==> config.mk <==
export PLATFORM = sky130hd
export DESIGN_NAME = sw8_serial_ctrl
export DESIGN_NICKNAME = d
export VERILOG_FILES = /design/src/rtl/sw8_ser_pkg.sv /design/src/rtl/sw8_pin_sync.sv /design/src/rtl/sw8_edge_det.sv /design/src/rtl/sw8_shift_core.sv /design/src/rtl/sw8_switch_reg.sv /design/src/rtl/sw8_serial_ctrl.sv
export SDC_FILE = /design/constraint.sdc
export NUM_CORES = 1
export LEC_CHECK = 0
export ABC_AREA = 0
export BUFFER_PORTS_ARGS = -buffer_cell sky130_fd_sc_hd__buf_2
export CAP_MARGIN = 40
export CORE_UTILIZATION = 50
export CTS_BUF_LIST = sky130_fd_sc_hd__clkbuf_4 sky130_fd_sc_hd__clkbuf_8
export CTS_CLUSTER_SIZE = 10
export DETAILED_ROUTE_END_ITERATION = 7
export PLACE_DENSITY = 0.72
export SYNTH_ARGS = -nofsm -noshare
export SYNTH_HDL_FRONTEND = slang
export SYNTH_SLANG_ARGS = --single-unit
==> constraint.sdc <==
create_clock -name clk -period 2.55 [get_ports clk]
set_clock_uncertainty 0.15 [all_clocks]
set_input_delay 0.255 -clock clk [delete_from_list [all_inputs] [get_ports clk]]
set_output_delay 0.255 -clock clk [all_outputs]
set_load 0.02 [all_outputs]
==> src/rtl/sw8_ser_pkg.sv <==
package sw8_ser_pkg;

  // Positions of the three serial pins in the synchronized vector
  localparam int PIN_FS   = 0;
  localparam int PIN_SCLK = 1;
  localparam int PIN_DIN  = 2;
  localparam int NPIN     = 3;

  // Level each pin has when the bus is idle (frame select high)
  localparam logic [NPIN-1:0] PIN_IDLE = 3'b001;

  // Edge events the control logic needs
  localparam int EV_FS_RISE   = 0;
  localparam int EV_SCLK_RISE = 1;
  localparam int EV_SCLK_FALL = 2;
  localparam int NEV          = 3;

  // Which synchronized pin each event watches
  function automatic int ev_src(input int ev);
    case (ev)
      EV_FS_RISE:   return PIN_FS;
      EV_SCLK_RISE: return PIN_SCLK;
      default:      return PIN_SCLK;
    endcase
  endfunction

  // 1 when the event is a rising edge, 0 for a falling edge
  function automatic bit ev_rising(input int ev);
    return (ev != EV_SCLK_FALL);
  endfunction

endpackage

==> src/rtl/sw8_pin_sync.sv <==
module sw8_pin_sync #(
  parameter int   STAGES  = 2,
  parameter logic RST_VAL = 1'b0
) (
  input  logic clk,
  input  logic rst,
  input  logic pin_i,
  output logic lvl_o
);

  logic [STAGES-1:0] pipe;

  always_ff @(posedge clk) begin
    if (rst) begin
      pipe <= {STAGES{RST_VAL}};
    end else begin
      pipe <= {pipe[STAGES-2:0], pin_i};
    end
  end

  assign lvl_o = pipe[STAGES-1];

endmodule

==> src/rtl/sw8_edge_det.sv <==
module sw8_edge_det #(
  parameter bit   RISING  = 1'b1,
  parameter logic RST_VAL = 1'b0
) (
  input  logic clk,
  input  logic rst,
  input  logic lvl_i,
  output logic ev_o
);

  logic prev;

  always_ff @(posedge clk) begin
    if (rst) begin
      prev <= RST_VAL;
    end else begin
      prev <= lvl_i;
    end
  end

  generate
    if (RISING) begin : g_rise
      assign ev_o = lvl_i & ~prev;
    end else begin : g_fall
      assign ev_o = ~lvl_i & prev;
    end
  endgenerate

endmodule

==> src/rtl/sw8_shift_core.sv <==
module sw8_shift_core #(
  parameter int W = 8
) (
  input  logic         clk,
  input  logic         rst,
  input  logic         frame_idle,
  input  logic         sclk_rise,
  input  logic         sclk_fall,
  input  logic         din_lvl,
  output logic [W-1:0] sr_o,
  output logic         sdo_low_o
);

  // Shift on the serial falling edge; present the outgoing MSB on the
  // serial rising edge so it is settled at the downstream falling edge.
  always_ff @(posedge clk) begin
    if (rst) begin
      sr_o      <= '0;
      sdo_low_o <= 1'b1;
    end else if (!frame_idle) begin
      if (sclk_fall) begin
        sr_o <= {sr_o[W-2:0], din_lvl};
      end
      if (sclk_rise) begin
        sdo_low_o <= ~sr_o[W-1];
      end
    end
  end

endmodule

==> src/rtl/sw8_switch_reg.sv <==
module sw8_switch_reg #(
  parameter int W = 8
) (
  input  logic         clk,
  input  logic         rst,
  input  logic         load_i,
  input  logic [W-1:0] sr_i,
  output logic [W-1:0] sw_o,
  output logic         upd_o
);

  always_ff @(posedge clk) begin
    if (rst) begin
      sw_o  <= '0;
      upd_o <= 1'b0;
    end else begin
      upd_o <= load_i;
      if (load_i) begin
        sw_o <= sr_i;
      end
    end
  end

endmodule

==> src/rtl/sw8_serial_ctrl.sv <==
module sw8_serial_ctrl
  import sw8_ser_pkg::*;
#(
  parameter int NSW         = 8,
  parameter int SYNC_STAGES = 2
) (
  input  logic           clk,
  input  logic           rst,
  input  logic           fs_n_i,
  input  logic           sclk_i,
  input  logic           sdi_i,
  output logic [NSW-1:0] sw_en_o,
  output logic           upd_o,
  output logic           sdo_low_o
);

  logic [NPIN-1:0] pin_raw;
  logic [NPIN-1:0] pin_lvl;
  logic [NEV-1:0]  ev;

  logic           frame_idle;
  logic           sclk_rise;
  logic           sclk_fall;
  logic           din_lvl;
  logic [NSW-1:0] shreg;

  assign pin_raw[PIN_FS]   = fs_n_i;
  assign pin_raw[PIN_SCLK] = sclk_i;
  assign pin_raw[PIN_DIN]  = sdi_i;

  generate
    for (genvar p = 0; p < NPIN; p++) begin : g_sync
      sw8_pin_sync #(
        .STAGES (SYNC_STAGES),
        .RST_VAL(PIN_IDLE[p])
      ) sync_i (
        .clk  (clk),
        .rst  (rst),
        .pin_i(pin_raw[p]),
        .lvl_o(pin_lvl[p])
      );
    end

    for (genvar e = 0; e < NEV; e++) begin : g_edge
      sw8_edge_det #(
        .RISING (ev_rising(e)),
        .RST_VAL(PIN_IDLE[ev_src(e)])
      ) edge_i (
        .clk  (clk),
        .rst  (rst),
        .lvl_i(pin_lvl[ev_src(e)]),
        .ev_o (ev[e])
      );
    end
  endgenerate

  assign frame_idle = pin_lvl[PIN_FS];
  assign din_lvl    = pin_lvl[PIN_DIN];
  assign sclk_rise  = ev[EV_SCLK_RISE];
  assign sclk_fall  = ev[EV_SCLK_FALL];

  sw8_shift_core #(
    .W(NSW)
  ) core_i (
    .clk       (clk),
    .rst       (rst),
    .frame_idle(frame_idle),
    .sclk_rise (sclk_rise),
    .sclk_fall (sclk_fall),
    .din_lvl   (din_lvl),
    .sr_o      (shreg),
    .sdo_low_o (sdo_low_o)
  );

  sw8_switch_reg #(
    .W(NSW)
  ) swreg_i (
    .clk   (clk),
    .rst   (rst),
    .load_i(ev[EV_FS_RISE]),
    .sr_i  (shreg),
    .sw_o  (sw_en_o),
    .upd_o (upd_o)
  );

endmodule

After elaboration in Yosys (flattened, before gate mapping). Index checks and enable logic that the tools add are counted.

Input port bits: 5. Bits in registers: 26.

Reduce and logical (&&, ||, !) cells: 2. Bitwise operators: 8.

Operators by type and width (count): 1-bit inverter (5); 2-bit AND reduction (2); 1-bit bitwise AND (3).

Depth between registers and ports, before layout.
Depth in word-level cells: 3. Gate-level depth with buffers: 4.

Hierarchy. From an unflattened synthesis, not the netlist that was laid out.

Cells, all modules: 81. Area total of the unflattened synthesis: 973.4 sq um.

By module, submodules not included: sw8_shift_core (cells an instance 32, seq. area each 180.2 sq um, instances 1, area each 387.9 sq um); sw8_switch_reg (cells an instance 28, seq. area each 180.2 sq um, instances 1, area each 312.8 sq um); sw8_pin_sync (cells an instance 4, seq. area each 40.0 sq um, instances 3, area each 52.6 sq um); sw8_edge_det at g_edge[1].edge_i (cells an instance 3, seq. area each 20.0 sq um, instances 1, area each 47.5 sq um); sw8_edge_det at g_edge[2].edge_i (cells an instance 3, seq. area each 20.0 sq um, instances 1, area each 35.0 sq um); sw8_edge_det at g_edge[0].edge_i (cells an instance 3, seq. area each 20.0 sq um, instances 1, area each 32.5 sq um).

Worst setup path after synthesis. OpenSTA, ideal clock, no wires.

Path type: register -> register. Start point: register g_sync[0].sync_i.pipe[1]. End point: register core_i.sr_o[5]. Required time: 2.268 ns. Stages on the path, launching flop included: 5. Clock period less this slack: 1.222 ns. Slack: 1.328 ns. Data arrival time: 0.940 ns. Path buffers: 1. Cells stage by stage: dfxtp_1 or3b_1 buf_6 nand2_1 a21oi_1.

Cells in the longest elaborated chain, start to end: 2.

RTL lines: start: declaration (RTL line sw8_pin_sync.sv:11) `logic [STAGES-1:0] pipe;`; start signal: assignment (RTL line sw8_pin_sync.sv:15) `pipe <= {STAGES{RST_VAL}};`; start signal: assignment (RTL line sw8_pin_sync.sv:17) `pipe <= {pipe[STAGES-2:0], pin_i};`; 1-bit inverter (no source line); 2-bit AND reduction (no source line); end signal: assignment (RTL line sw8_shift_core.sv:22) `sr_o <= {sr_o[W-2:0], din_lvl};`; end: declaration (RTL line sw8_shift_core.sv:10) `output logic [W-1:0] sr_o,`.

No other way between the ends. A chain may end at the register's enable or synchronous reset.

Worst setup path in the final report.
Start point: register g_sync[0].sync_i.pipe[1]. End point: register swreg_i.sw_o[6].

Cells in the longest elaborated chain, start to end: 1.

RTL lines: 1-bit bitwise AND (RTL line sw8_edge_det.sv:23) `assign ev_o = lvl_i & ~prev;`; end signal: assignment (RTL line sw8_switch_reg.sv:19) `sw_o <= sr_i;`; end: declaration (RTL line sw8_switch_reg.sv:8) `output logic [W-1:0] sw_o,`.

No other way between the ends.

==> run metrics <==
synthesized area per cell=8.94 sq um; # rows=14; Vert. Die Dim=43.6 microns; clk slew on worst S/H paths=0.14 ns; Max Clk Rate=0.732 GHz; total number of H-tree levels=1; cell area after synthesis=867 sq um; Syn Nets=102; hold path startpoint=rst; Synth Flop Type=dfxtp_1; Root Driver=clkbuf_4; Critical Path RT=2.66 ns; CTS resizes=0; Worst-Skew Late Latency=0.32 ns; ys async rst share=0%; CTS tree=done; nets=118; All-Layer GR Usage=17.9%; vias in the first global route=550; Reg-to-Reg Start=g_sync[0].sync_i.pipe[1]; period utilization=53.6%; fin crit period=1.37 ns; Worst setup EP type=flop; layout cell share with drive strength beyond 1=19.6%; RSZ-0062 raised after global routing=no; Starting Density=55.6%; vias=634; failing checks=design-rule violations; Final Wtd Congestion=0.706; final-layout fill cell count=151; P&R area growth vs syn=14.0%; DRC=1; Die Area=1900 sq um; worst vdd ir=548 uV; initial antenna violation count=0; CP startpoint kind=flop; clk buf depth=2; Seq/Total Area, Yosys=60.0%; Crit Path Class=reg -> reg; drt initial violations=9; Num Clock Sinks=26; final core occ=63.4%; wire per inst=10.8 microns; number of buffers and inverters on the critical path=0; Via density=4.95; largest net degree at the start of global routing=28; family with the most delay on the worst path=simple AND/OR/NAND/NOR gates; input/output buffers=14; slowest stage cell, crit path=nor2b_1; Unique masters post-synth=16; Routed WL=1380 microns; status=complete, but fails checks; Slew @ Worst Pin=0.525 ns; CP cell instances=nor2b_1 -> nand2_1 -> a21oi_1; Cell Pwr Density=646 nW/um^2; leak pwr=0.376 nW; Synth Register Bits=26; setup violators final=0; most common cell in the synthesized netlist=nand2_1; crit-path max FO=8; Critical Path Start=g_sync[0].sync_i.pipe[1]; global route total overflow=0; CP max stage delay=0.48 ns; Pins Over Slew Limit=0; Post-synth EDFFs=0; Horiz. Die Dim=43.6 microns; antenna cells=0; Ports=15; post-synth top area cell=dfxtp_1; total CTS buffers=3; Slew HR=64.9%; First-pass DRT Iterations=6; first-pass GRT wire length=2370 microns; worst hold path class=in -> reg; Post-Route Setup TNS=0 ns; Arr. time, crit path=1.48 ns; top cells by count, synth=32 x nand2_1, 26 x dfxtp_1, 16 x a21oi_1; Gate Count Post-Synth=97; synth top area cells=dfxtp_1 60%, nand2_1 14%, a21oi_1 9.2%; post-DP HPWL=907 microns; Max-Cap Viols=0; antenna-violating nets left=0; placeable core area=1560 sq um; Synthesis Warnings=0; area fraction of the dominant cell type after synthesis=60.0%; final hold vios=0
-- metrics by stage --
step / instances / hold slack, ns / setup WS (ns) / power (mW) / area, sq um
after detailed placement: 121 / 0.247 / 1.23 / 0.440 / 922
after global routing: 128 / 0.224 / 0.989 / 0.665 / 988
after floorplan: 97 / 0.209 / 1.33 / 0.436 / 867
final: 128 / 0.193 / 1.18 / 0.639 / 988
after CTS: 127 / 0.00217 / 1.19 / 0.640 / 978
after global placement: 121 / 0.242 / 1.25 / 0.439 / 922
-- state kept, by name, summed over array words and instances, names as in the netlist --
register and flops:
core_i.sr_o 8, swreg_i.sw_o 8, g_sync.sync_i.pipe 6, g_edge.edge_i.prev 2
core_i.sdo_low_o 1, swreg_i.upd_o 1
-- per-layer routing --
metal	vias to the layer above	track usage, %	part of all wire, %
li1	339	-	-
met1	277	22.1	48
met2	14	26.6	45
met3	4	3.75	3.0
met4	0	15.0	3.3
met5	-	0	0
-- power by group --
part           switching, mW  internal, mW
clock network          0.118        0.0873
logic                 0.0105       0.00945
registers            0.00249         0.412
total                  0.131         0.508
-- final timing paths --
| check | cells after the start | slack (ns) | to |
|---|---|---|---|
| worst max-delay path | 3 | 1.18 | swreg_i.sw_o[6] |
| worst min-delay path | 2 | 0.19 | swreg_i.upd_o |
| worst max register to register | 3 | 1.18 | swreg_i.sw_o[6] |
| worst min register to register | 1 | 0.27 | g_sync[0].sync_i.pipe[1] |
-- logic make-up (layout without fill, tap and decap cells) --
group | after synthesis | in the layout | synth area share (%)
compound gates | 17 | 17 | 9.96
buf+inv | 7 | 22 | 4.47
flops | 26 | 26 | 60.0
simple gates | 47 | 47 | 25.5
-- worst reg2reg max path, delay by kind of cell, from the launching register on --
kind / cells / cell delay, ns
AOI/OAI and AO/OA: 1 / 0.14
DFF: 1 / 0.43
and+or+nand+nor: 2 / 0.59
-- layout make-up --
cell class | count | area (sq um) | area share, %
sequential | 26 | 520 | 52.7
multi-input combinational | 64 | 308 | 31.1
timing repair buffer | 17 | 100 | 10.1
clock buffer | 4 | 36.3 | 3.67
tap | 16 | 20.0 | 2.03
inverter | 1 | 3.75 | 0.380
-- cell usage in the layout (no fill, tap or decap) --
cell type,synthesis,layout
or2b_1,1,1
nor2_1,1,1
inv_1,1,1
buf_2,4,14
dlygate4sd3_1,0,3
dfxtp_1,26,26
or3b_1,1,1
nand2_1,32,32
clkbuf_4,0,3
nor3b_2,1,1
nor3b_1,1,1
nor3_1,1,1
or2_2,3,3
nor2b_1,6,6
clkbuf_8,0,1
a21oi_1,16,16
a31oi_1,1,1
-- what timing repair did --
action                                 4_1_cts  5_1_grt
hold buffers                                 2        1
endpoints found under the hold margin        2        1
buffers inserted                             0        0
Note: power is estimated with default switching activity, not from simulation.
